==> config.mk <==
export PLATFORM = sky130hd
export DESIGN_NAME = trig_bus_link
export DESIGN_NICKNAME = d
export VERILOG_FILES = /design/src/rtl/tbus_pkg.sv /design/src/rtl/tbus_tx.sv /design/src/rtl/tbus_rx.sv /design/src/rtl/tbus_busy_enc.sv /design/src/rtl/tbus_sync_reg.sv /design/src/rtl/trig_bus_link.sv
export SDC_FILE = /design/constraint.sdc
export NUM_CORES = 1
export LEC_CHECK = 0
export CORE_UTILIZATION = 50
export DETAILED_ROUTE_END_ITERATION = 8
export DONT_BUFFER_PORTS = 1
export PLACE_DENSITY_LB_ADDON = 0.25
export SYNTH_ARGS = -nofsm -noshare
export SYNTH_HDL_FRONTEND = slang
export SYNTH_SLANG_ARGS = --single-unit
==> constraint.sdc <==
create_clock -name clk -period 4.4 [get_ports clk]
set_clock_uncertainty 0.1 [all_clocks]
set_input_delay 0.88 -clock clk [delete_from_list [all_inputs] [get_ports clk]]
set_output_delay 0.88 -clock clk [all_outputs]
set_load 0.05 [all_outputs]
==> src/rtl/tbus_pkg.sv <==
package tbus_pkg;
  localparam int WORD_W = 16;
  localparam int STOP_N = 3;
  localparam int FRAME_LEN = 1 + WORD_W + STOP_N;
endpackage

==> src/rtl/tbus_tx.sv <==
module tbus_tx #(
  parameter int WORD_W = tbus_pkg::WORD_W,
  parameter int STOP_N = tbus_pkg::STOP_N
) (
  input  logic              clk,
  input  logic              rst_n,
  input  logic [WORD_W-1:0] word_i,
  input  logic              valid_i,
  output logic              ready_o,
  output logic              line_o
);
  localparam int SH_W  = WORD_W + STOP_N;
  localparam int CNT_W = $clog2(SH_W + 1);

  logic [SH_W-1:0]  sh_q;
  logic [CNT_W-1:0] left_q;
  logic             line_q;

  assign ready_o = (left_q == '0);
  assign line_o  = line_q;

  always_ff @(posedge clk) begin
    if (!rst_n) begin
      sh_q   <= '0;
      left_q <= '0;
      line_q <= 1'b0;
    end else if (valid_i && ready_o) begin
      line_q <= 1'b1;
      sh_q   <= {word_i, {STOP_N{1'b0}}};
      left_q <= CNT_W'(SH_W);
    end else if (left_q != '0) begin
      line_q <= sh_q[SH_W-1];
      sh_q   <= {sh_q[SH_W-2:0], 1'b0};
      left_q <= left_q - 1'b1;
    end else begin
      line_q <= 1'b0;
    end
  end

  a_r2_start_after_accept: assert property (@(posedge clk) disable iff (!rst_n)
    (valid_i && ready_o) |=> line_o);
  a_r3_busy_after_accept: assert property (@(posedge clk) disable iff (!rst_n)
    (valid_i && ready_o) |=> !ready_o);
  a_r2_idle_line_low: assert property (@(posedge clk) disable iff (!rst_n)
    ready_o |-> !line_o);
endmodule

==> src/rtl/tbus_rx.sv <==
module tbus_rx #(
  parameter int WORD_W = tbus_pkg::WORD_W,
  parameter int STOP_N = tbus_pkg::STOP_N
) (
  input  logic              clk,
  input  logic              rst_n,
  input  logic              line_i,
  output logic [WORD_W-1:0] word_o,
  output logic              valid_o,
  output logic              err_o
);
  localparam int SH_W  = WORD_W + STOP_N;
  localparam int CNT_W = $clog2(SH_W + 1);

  logic              active_q;
  logic [CNT_W-1:0]  pos_q;
  logic [WORD_W-1:0] data_q;
  logic              bad_q;

  always_ff @(posedge clk) begin
    if (!rst_n) begin
      active_q <= 1'b0;
      pos_q    <= '0;
      data_q   <= '0;
      bad_q    <= 1'b0;
      word_o   <= '0;
      valid_o  <= 1'b0;
      err_o    <= 1'b0;
    end else begin
      valid_o <= 1'b0;
      err_o   <= 1'b0;
      if (!active_q) begin
        if (line_i) begin
          active_q <= 1'b1;
          pos_q    <= '0;
          bad_q    <= 1'b0;
        end
      end else begin
        pos_q <= pos_q + 1'b1;
        if (pos_q < CNT_W'(WORD_W)) begin
          data_q <= {data_q[WORD_W-2:0], line_i};
        end else begin
          bad_q <= bad_q | line_i;
        end
        if (pos_q == CNT_W'(SH_W - 1)) begin
          active_q <= 1'b0;
          if (bad_q || line_i) begin
            err_o <= 1'b1;
          end else begin
            valid_o <= 1'b1;
            word_o  <= data_q;
          end
        end
      end
    end
  end

  a_r6_valid_err_exclusive: assert property (@(posedge clk) disable iff (!rst_n)
    !(valid_o && err_o));
  a_r5_valid_single_cycle: assert property (@(posedge clk) disable iff (!rst_n)
    valid_o |=> !valid_o);
  a_r6_err_single_cycle: assert property (@(posedge clk) disable iff (!rst_n)
    err_o |=> !err_o);
  a_r6_word_kept_on_err: assert property (@(posedge clk) disable iff (!rst_n)
    err_o |-> $stable(word_o));
endmodule

==> src/rtl/tbus_busy_enc.sv <==
module tbus_busy_enc (
  input  logic clk,
  input  logic rst_n,
  input  logic busy_i,
  input  logic err_i,
  output logic line_o
);
  always_ff @(posedge clk) begin
    if (!rst_n)     line_o <= 1'b0;
    else if (err_i) line_o <= ~line_o;
    else            line_o <= busy_i;
  end

  a_r8_err_toggles: assert property (@(posedge clk) disable iff (!rst_n)
    err_i |=> (line_o != $past(line_o)));
  a_r7_busy_level: assert property (@(posedge clk) disable iff (!rst_n)
    (!err_i && busy_i) |=> line_o);
  a_r7_idle_level: assert property (@(posedge clk) disable iff (!rst_n)
    (!err_i && !busy_i) |=> !line_o);
endmodule

==> src/rtl/tbus_sync_reg.sv <==
module tbus_sync_reg (
  input  logic clk,
  input  logic rst_n,
  input  logic d_i,
  output logic q_o
);
  always_ff @(posedge clk) begin
    if (!rst_n) q_o <= 1'b0;
    else        q_o <= d_i;
  end

  a_r9_strobe_follows: assert property (@(posedge clk) disable iff (!rst_n)
    d_i |=> q_o);
endmodule

==> src/rtl/trig_bus_link.sv <==
module trig_bus_link (
  input  logic        clk,
  input  logic        rst_n,
  input  logic [15:0] tx_word,
  input  logic        tx_valid,
  output logic        tx_ready,
  output logic        trig_line_o,
  input  logic        sync_req,
  output logic        sync_line_o,
  input  logic        rx_trig_line_i,
  output logic [15:0] rx_word,
  output logic        rx_valid,
  output logic        rx_frame_err,
  input  logic        rx_sync_line_i,
  output logic        rx_sync_o,
  input  logic        busy_req,
  input  logic        err_req,
  output logic        busy_line_o
);
  import tbus_pkg::*;

  tbus_tx #(.WORD_W(WORD_W), .STOP_N(STOP_N)) u_tx (
    .clk(clk), .rst_n(rst_n), .word_i(tx_word), .valid_i(tx_valid),
    .ready_o(tx_ready), .line_o(trig_line_o)
  );

  tbus_rx #(.WORD_W(WORD_W), .STOP_N(STOP_N)) u_rx (
    .clk(clk), .rst_n(rst_n), .line_i(rx_trig_line_i), .word_o(rx_word),
    .valid_o(rx_valid), .err_o(rx_frame_err)
  );

  tbus_busy_enc u_busy (
    .clk(clk), .rst_n(rst_n), .busy_i(busy_req), .err_i(err_req),
    .line_o(busy_line_o)
  );

  tbus_sync_reg u_sync_tx (
    .clk(clk), .rst_n(rst_n), .d_i(sync_req), .q_o(sync_line_o)
  );

  tbus_sync_reg u_sync_rx (
    .clk(clk), .rst_n(rst_n), .d_i(rx_sync_line_i), .q_o(rx_sync_o)
  );
endmodule

==> impl_metrics.json, run 1 <==
{
  "status": "complete, no violations",
  "path_cells": "inv_1 > ha_1 > or4b_4 > clkinv_4",
  "antenna_cells": 0,
  "sw_frac_of_total_pct": 32.5,
  "clock-sinks": 66,
  "fill_cells": 480,
  "avgSynthCellArea_um2": 9.15,
  "seq_area_frac_synth_pct": 48.6,
  "async_flop_share_pct": 0,
  "path_class": "flip-flop to primary output",
  "syn-cell-area_um2": 2720,
  "syn_to_final_growth_pct": 5.48,
  "drt_pass1_iterations": 4,
  "route.antenna.remaining_nets": 0,
  "cts-root-buf": "clkbuf_8",
  "seqCellArea_um2": 1320,
  "grt_pass1_vias": 1802,
  "postCtsHoldBufs": 0,
  "crit_fanout": 32,
  "io_buffers": 0,
  "setup_viol": 0,
  "slew_headroom_pct": 25.4,
  "synthTopCellsByArea": "dfxtp_1 (49%), a21oi_1 (7.7%), mux2i_1 (6.3%)",
  "die-height_um": 75.7,
  "finalCritPeriodShare_pct": 62.4,
  "antenna_found_initial": 0,
  "postCtsSetupRepairBufs": 0,
  "clkTransAtPathRegs_ns": 0.07,
  "intPower_mw": 1.16,
  "gr-usage-all-layers_pct": 19.3,
  "grt_overflow": 0,
  "synth-edff-count": 0,
  "synth_top_area_share_pct": 48.6,
  "pwr-share-clk_pct": 29.6,
  "layout_common_cells": "dfxtp_1 (66), a21oi_1 (42), nand2_1 (36)",
  "worstSetupEndpointType": "primary output",
  "tns_ns": 0,
  "clock.fmax_mhz": 364,
  "synthesis.nets": 324,
  "gp_congestion": 0.710,
  "std_cell_rows": 26,
  "ys_ff_latch": 66,
  "fp.dieArea_um2": 5740,
  "htreeDepth": 3,
  "tightest_slew_ns": 1.11,
  "hold_violations": 0,
  "drive_gt1_share_pct": 12.5,
  "powerDensity_nw_per_um2": 597,
  "rsz0062_at_grt": "no",
  "drc": 0,
  "cellLeakagePower_nw": 0.994,
  "wl_per_cell_um": 14.0,
  "drt_iter0_drc": 119,
  "grt_max_degree": 59,
  "max_cap_viol_count": 0,
  "drv_slew": 0,
  "yosys_warnings": 0,
  "hold_path_class": "flip-flop to flip-flop",
  "cp-start-kind": "flip-flop",
  "synth_top_cell_by_area": "dfxtp_1",
  "final_nets": 311,
  "power_frac_seq_pct": 45.4,
  "critPathArrivalTime_ns": 1.77,
  "power.total_mw": 1.71,
  "cts_resized": 0,
  "min_period_ns": 2.75,
  "p_comb_share_pct": 25.0,
  "die_w_um": 75.7,
  "p_switching_uw": 557,
  "start_util_pct": 52.6,
  "cts_tree": "built",
  "totalWireLength_um": 5030,
  "numCtsBuffers": 9,
  "multi_input_area_um2": 1230,
  "io-pin-count": 47,
  "coreArea_um2": 5170,
  "crit_required_ns": 3.42,
  "max-vdd-ir-drop_mv": 0.228,
  "critical-path-max-stage-delay_ns": 0.54,
  "synthFlopType": "dfxtp_1",
  "viasPerCell": 5.41,
  "critPathSlowestCell": "or4b_4",
  "clk_path_buf_depth": 2,
  "synthCells": 297,
  "clkLatencyLatePin_ns": 0.34,
  "final_common_cell": "dfxtp_1",
  "dp_hpwl_um": 3130,
  "grt_pass1_wl_um": 8200,
  "via_count": 1943,
  "synth_cell_types": 33
}
==> per-layer routing <==
metal	vias to the layer above	part of all wire, %	global-route usage (%)
li1	1015	-	-
met1	888	49	25.3
met2	34	45	29.0
met3	6	4.2	6.35
met4	0	1.5	8.64
met5	-	0	0
==> path summary, 6_finish.rpt <==
kind | from | endpoint | slack [ns] | depth (start not counted)
worst max register to register | u_rx.active_q | u_rx.data_q[9] | 2.47 | 3
worst min register to register | u_tx.sh_q[18] | u_tx.line_o | 0.37 | 2
worst min-delay path | u_tx.sh_q[18] | u_tx.line_o | 0.37 | 2
worst max-delay path | u_tx.left_q[0] | tx_ready | 1.65 | 4
==> stage by stage <==
step / area [um^2] / utilization [%] / worst slack (ns) / cells / hold slack (ns)
floorplan: 2720 / - / 1.98 / 297 / 0.334
global placement: 2670 / 51.6 / 2.06 / 343 / 0.348
detailed placement: 2670 / 51.6 / 2.02 / 343 / 0.356
CTS: 2870 / 55.4 / 1.64 / 359 / 0.366
global route: 2870 / 55.4 / 1.58 / 359 / 0.389
finish: 2870 / 55.4 / 1.65 / 359 / 0.370
==> cells in the mapped netlist (4+ instances only) <==
| master | instances |
|---|---|
| clkbuf_1 | 13 |
| mux2i_1 | 17 |
| a21oi_1 | 42 |
| a211oi_1 | 5 |
| o21ai_0 | 18 |
| nor3_1 | 5 |
| dfxtp_1 | 66 |
| nand2_1 | 36 |
| buf_2 | 6 |
| a211oi_2 | 13 |
| nor2_1 | 19 |
| nand4_1 | 18 |
| nand2b_1 | 4 |
| inv_1 | 6 |
==> power by group through the flow <==
| stage | clock network, mW | registers [mW] | logic, mW |
|---|---|---|---|
| floorplan | 0 | 0.774 | 0.472 |
| global placement | 0 | 0.786 | 0.419 |
| detailed placement | 0 | 0.788 | 0.430 |
| CTS | 0.518 | 0.776 | 0.431 |
| global route | 0.540 | 0.789 | 0.481 |
| finish | 0.507 | 0.777 | 0.427 |
==> state kept, by name, summed over array words and instances (netlist names) <==
name           cells
u_rx.data_q       16
u_rx.word_o       16
u_tx.sh_q         16
u_rx.pos_q         5
u_tx.left_q        5
u_busy.line_o      1
u_rx.active_q      1
u_rx.bad_q         1
u_rx.err_o         1
u_rx.valid_o       1
u_sync_rx.q_o      1
u_sync_tx.q_o      1
u_tx.line_o        1
==> layout make-up <==
class | count | area share [%]
Sequential cell | 66 | 46.1
Inverter | 7 | 1.09
Multi-Input combinational cell | 200 | 42.9
Clock buffer | 14 | 5.67
Clock inverter | 2 | 1.22
Tap cell | 70 | 3.05
==> worst max-delay path: cells and delay by family, from the launching register on <==
family                     cells  cell delay [ns]
DFF                            1             0.34
adders and majority gates      1             0.17
buffers and inverters          2             0.37
and+or+nand+nor                1             0.54
==> logic make-up after synthesis <==
family	share of synthesized area [%]
flops	48.6
buf+inv	6.17
fa+ha+maj	1.38
mux	6.67
simple gates	18.5
compound gates	18.4
xor+xnor	0.322
(Power assumes the default switching activity.)
==> inputs of run 2 (changes only) <==
==> constraint.sdc (replaced) <==
create_clock -name clk -period 2.2 [get_ports clk]
set_clock_uncertainty 0.1 [all_clocks]
set_input_delay 0.44 -clock clk [delete_from_list [all_inputs] [get_ports clk]]
set_output_delay 0.44 -clock clk [all_outputs]
set_load 0.05 [all_outputs]
==> impl_metrics.json, run 2 (synthesis gave the netlist of run 1 again) <==
{
  "min_period_ns": 2.13,
  "dpl.cell_count": 349,
  "grt_max_degree": 42,
  "coreArea_um2": 5170,
  "worstSetupEndpointType": "primary output",
  "power.total_mw": 3.54,
  "htreeDepth": 3,
  "hold_path_class": "input pin to flip-flop",
  "postCtsHoldBufs": 0,
  "drv_slew": 0,
  "utilization_pct": 57.3,
  "finalCritPeriodShare_pct": 96.8,
  "wl_per_cell_um": 14.3,
  "final_nets": 320,
  "syn_to_final_growth_pct": 8.97,
  "antenna_found_initial": 0,
  "tightest_slew_ns": 0.608,
  "largestRegisters": "u_rx.data_q (16), u_rx.word_o (16), u_tx.sh_q (16)",
  "std_cell_rows": 26,
  "slew_headroom_pct": 59.5,
  "clkLatencyLatePin_ns": 0.33,
  "setup_viol": 0,
  "io-pin-count": 47,
  "drive_gt1_share_pct": 16.1,
  "die-height_um": 75.7,
  "critPathArrivalTime_ns": 1.59,
  "gp_congestion": 0.706,
  "gr-usage-all-layers_pct": 20.4,
  "crit_fanout": 16,
  "cts_tree": "built",
  "clock.fmax_mhz": 469,
  "via_count": 2019,
  "dp_hpwl_um": 3250,
  "start_util_pct": 52.6,
  "fin_cells": 368,
  "timing.hold.ws_ns": 0.0841,
  "totalWireLength_um": 5250,
  "grt_overflow": 0,
  "antenna_cells": 0,
  "powerDensity_nw_per_um2": 1200,
  "route.antenna.remaining_nets": 0,
  "cellLeakagePower_nw": 1.05,
  "drt_iter0_drc": 128,
  "fp.dieArea_um2": 5740,
  "clock-sinks": 66,
  "fill_cells": 460,
  "status": "complete, no violations",
  "r2r_setup_slack_ns": 0.38,
  "drt_pass1_iterations": 4,
  "cp-start-kind": "flip-flop",
  "die_w_um": 75.7,
  "max_cap_viol_count": 0,
  "layout_common_cells": "dfxtp_1 (66), a21oi_1 (42), nand2_1 (36)",
  "grt_pass1_wl_um": 8670,
  "numCtsBuffers": 9,
  "crit_required_ns": 1.66,
  "final_common_cell": "dfxtp_1",
  "grt_pass1_vias": 1927,
  "max-vdd-ir-drop_mv": 0.469,
  "viasPerCell": 5.49,
  "cts-root-buf": "clkbuf_8",
  "hold_violations": 0,
  "drc": 0,
  "path_class": "flip-flop to primary output",
  "clk_path_buf_depth": 2,
  "io_buffers": 0,
  "clkTransAtPathRegs_ns": 0.07
}
==> run 2: cell types whose count changed in the layout (fill, tap and decap cells not counted) <==
| cell | change |
|---|---|
| clkinvlp_4 | +1 |
| clkbuf_1 | -3 |
| buf_4 | +7 |
| buf_12 | +1 |
| clkinv_8 | +1 |
| clkinv_2 | +2 |
==> run 2: layout make-up <==
class / count / area, um^2 / area share, %
timing repair buffer: 8 / 72.6 / 2.45
inverter: 7 / 38.8 / 1.31
sequential: 66 / 1320 / 44.6
clock buffer: 11 / 151 / 5.11
tap: 70 / 87.6 / 2.96
timing repair inverter: 1 / 8.76 / 0.296
clock inverter: 5 / 52.6 / 1.77
multi-input combinational: 200 / 1230 / 41.5
==> run 2: routing by layer <==
metal	GRT usage (%)	vias to the layer above	part of all wire, %
li1	-	1032	-
met5	0	-	0
met3	6.48	8	4.3
met4	8.23	0	1.8
met1	25.4	941	48
met2	32.5	38	46
==> run 2: through the flow <==
stage / TNS [ns] / setup WS, ns / instance area [um^2]
6_report: 0 / 0.0696 / 2960
5_1_grt: -0.00301 / -0.00301 / 2960
4_1_cts: 0 / 0.00619 / 2950
3_5_place_dp: 0 / 0.275 / 2730
3_3_place_gp: 0 / 0.302 / 2730
2_1_floorplan: 0 / 0.221 / 2720
==> run 2: path summary, 6_finish.rpt <==
path                                      start  depth (start not counted)         endpoint
worst max-delay path             u_tx.left_q[0]                          4         tx_ready
worst min-delay path             rx_trig_line_i                          1     u_rx.valid_o
worst max register to register   u_tx.left_q[0]                          7    u_tx.sh_q[17]
worst min register to register  u_rx.data_q[15]                          2  u_rx.data_q[15]
==> run 2: what timing repair did <==
action                                  4_1_cts  5_1_grt
gates cloned                                  1        0
setup buffers                                 0        2
gates resized for setup                       1        0
endpoints found under the setup margin        1        1
==> run 2: power by group <==
group / leakage (nW) / switching, mW / total, mW / internal (mW)
Combinational: 0.407 / 0.592 / 0.974 / 0.382
Sequential: 0.537 / 0.153 / 1.55 / 1.40
Clock: 0.105 / 0.438 / 1.02 / 0.579
Total: 1.05 / 1.18 / 3.54 / 2.36
==> run 2: worst max-delay path, stage by stage (launching register included) <==
cell,delay [ns]
dfxtp_1,0.33
inv_1,0.06
ha_1,0.16
or4b_4,0.54
clkinv_8,0.16
==> inputs of run 3 (changes only) <==
--- a/config.mk
+++ b/config.mk
@@ -5,6 +5,7 @@
 export SDC_FILE = /design/constraint.sdc
 export NUM_CORES = 1
 export LEC_CHECK = 0
+export CORE_ASPECT_RATIO = 1.1
 export CORE_UTILIZATION = 50
 export DETAILED_ROUTE_END_ITERATION = 8
 export DONT_BUFFER_PORTS = 1
==> impl_metrics.json, run 3 (synthesis gave the netlist of run 1 again) <==
{
  "gp_congestion": 0.717,
  "fill_cells": 470,
  "cts_tree": "built",
  "r2r_start": "u_tx.left_q[0]",
  "cp-start-kind": "flip-flop",
  "final_nets": 321,
  "cellLeakagePower_nw": 1.05,
  "via_count": 2030,
  "min_period_ns": 2.11,
  "coreArea_um2": 5130,
  "setup_viol": 0,
  "drv_slew": 0,
  "intPower_mw": 2.26,
  "dpl.cell_count": 353,
  "wl_per_cell_um": 13.9,
  "p_switching_mw": 1.16,
  "reg2reg_to": "u_tx.sh_q[15]",
  "clkLatencyLatePin_ns": 0.34,
  "hp-start": "rx_trig_line_i",
  "crit_required_ns": 1.66,
  "clkTransAtPathRegs_ns": 0.06,
  "finalCritPeriodShare_pct": 95.8,
  "sw_frac_of_total_pct": 33.8,
  "clock.fmax_mhz": 474,
  "grt_max_degree": 47,
  "route.antenna.remaining_nets": 0,
  "hold_path_class": "input pin to flip-flop",
  "hold_violations": 0,
  "clock-sinks": 66,
  "tightest_slew_ns": 0.580,
  "r2r_setup_slack_ns": 0.38,
  "drt_pass1_iterations": 4,
  "worstSetupEndpointType": "primary output",
  "die_w_um": 72.3,
  "clk_path_buf_depth": 2,
  "grt_pass1_wl_um": 8650,
  "tns_ns": 0,
  "drive_gt1_share_pct": 15.7,
  "htreeDepth": 3,
  "die-height_um": 79.3,
  "fin_cells": 371,
  "std_cell_rows": 27,
  "cts-root-buf": "clkbuf_8",
  "rr_worst_depth": 7,
  "syn_to_final_growth_pct": 8.56,
  "whs_endpoint": "u_rx.valid_o",
  "totalWireLength_um": 5170,
  "io-pin-count": 47,
  "power_frac_seq_pct": 45.4,
  "drc": 0,
  "status": "complete, no violations",
  "viasPerCell": 5.47,
  "start_util_pct": 52.9,
  "largestRegisters": "u_rx.data_q (16), u_rx.word_o (16), u_tx.sh_q (16)",
  "crit_fanout": 16,
  "io_buffers": 0,
  "numCtsBuffers": 9,
  "gr-usage-all-layers_pct": 19.9,
  "timing.hold.ws_ns": 0.0831,
  "rsz0062_at_grt": "no",
  "powerDensity_nw_per_um2": 1160,
  "max_cap_viol_count": 0,
  "layout_common_cells": "dfxtp_1 (66), a21oi_1 (42), nand2_1 (36)",
  "drt_iter0_drc": 119,
  "critPathArrivalTime_ns": 1.57,
  "grt_overflow": 0,
  "max-vdd-ir-drop_mv": 0.459,
  "antenna_found_initial": 0,
  "utilization_pct": 57.5,
  "dp_hpwl_um": 3290,
  "whs_path_depth": 1,
  "pwr-share-clk_pct": 27.0,
  "antenna_cells": 0,
  "path_class": "flip-flop to primary output",
  "fp.dieArea_um2": 5740,
  "grt_pass1_vias": 1873,
  "final_common_cell": "dfxtp_1",
  "slew_headroom_pct": 61.3,
  "p_comb_share_pct": 27.6
}
run 3: layout make-up:
| class | instances | area, um^2 | area share [%] |
|---|---|---|---|
| Multi-Input combinational cell | 200 | 1230 | 41.7 |
| Tap cell | 72 | 90.1 | 3.05 |
| Clock buffer | 14 | 173 | 5.85 |
| Timing Repair Buffer | 9 | 80.1 | 2.71 |
| Timing Repair inverter | 1 | 8.76 | 0.297 |
| Sequential cell | 66 | 1320 | 44.8 |
| Clock inverter | 2 | 10.0 | 0.339 |
| Inverter | 7 | 38.8 | 1.31 |
run 3: routing by layer:
layer	wire, um	GRT usage [%]	vias up
li1	-	-	1037
met1	2420	25.7	949
met2	2410	30.5	40
met3	294	4.70	4
met4	40	11.2	0
met5	0	0	-
run 3: repair_timing:
item,in CTS,in global routing
resized for setup,1,0
hold buffers,0,0
setup buffers,1,0
endpoints found under the setup margin,1,0
endpoints found under the hold margin,0,0
run 3: metrics by stage:
stage / area (um^2) / total power, mW / setup slack [ns]
floorplan: 2720 / 2.49 / 0.221
global placement: 2750 / 2.41 / 0.303
detailed placement: 2750 / 2.45 / 0.260
CTS: 2950 / 3.46 / 0.0747
global route: 2950 / 3.63 / 0.0475
finish: 2950 / 3.42 / 0.0924
run 3: worst max path at each step:
stage | from | end | slack, ns | cells after the start
floorplan | u_tx.left_q[0] | tx_ready | 0.22 | 6
global placement | u_tx.left_q[0] | tx_ready | 0.30 | 4
detailed placement | u_tx.left_q[0] | tx_ready | 0.26 | 4
CTS | u_tx.left_q[0] | tx_ready | 0.07 | 4
global route | u_tx.left_q[0] | tx_ready | 0.05 | 4
finish | u_tx.left_q[0] | tx_ready | 0.09 | 4
run 3: worst max-delay path, stage by stage (launching register included):
cell and delay (ns):
dfxtp_1 0.33, inv_1 0.07, ha_1 0.16, or4b_4 0.52, clkinv_8 0.15
run 3: power groups by stage:
stage | Combinational [mW] | Sequential [mW] | Clock [mW]
after floorplan | 0.944 | 1.55 | 0
after global placement | 0.841 | 1.57 | 0
after detailed placement | 0.877 | 1.58 | 0
after CTS | 0.966 | 1.55 | 0.946
after global routing | 1.06 | 1.57 | 1.00
final | 0.945 | 1.55 | 0.922
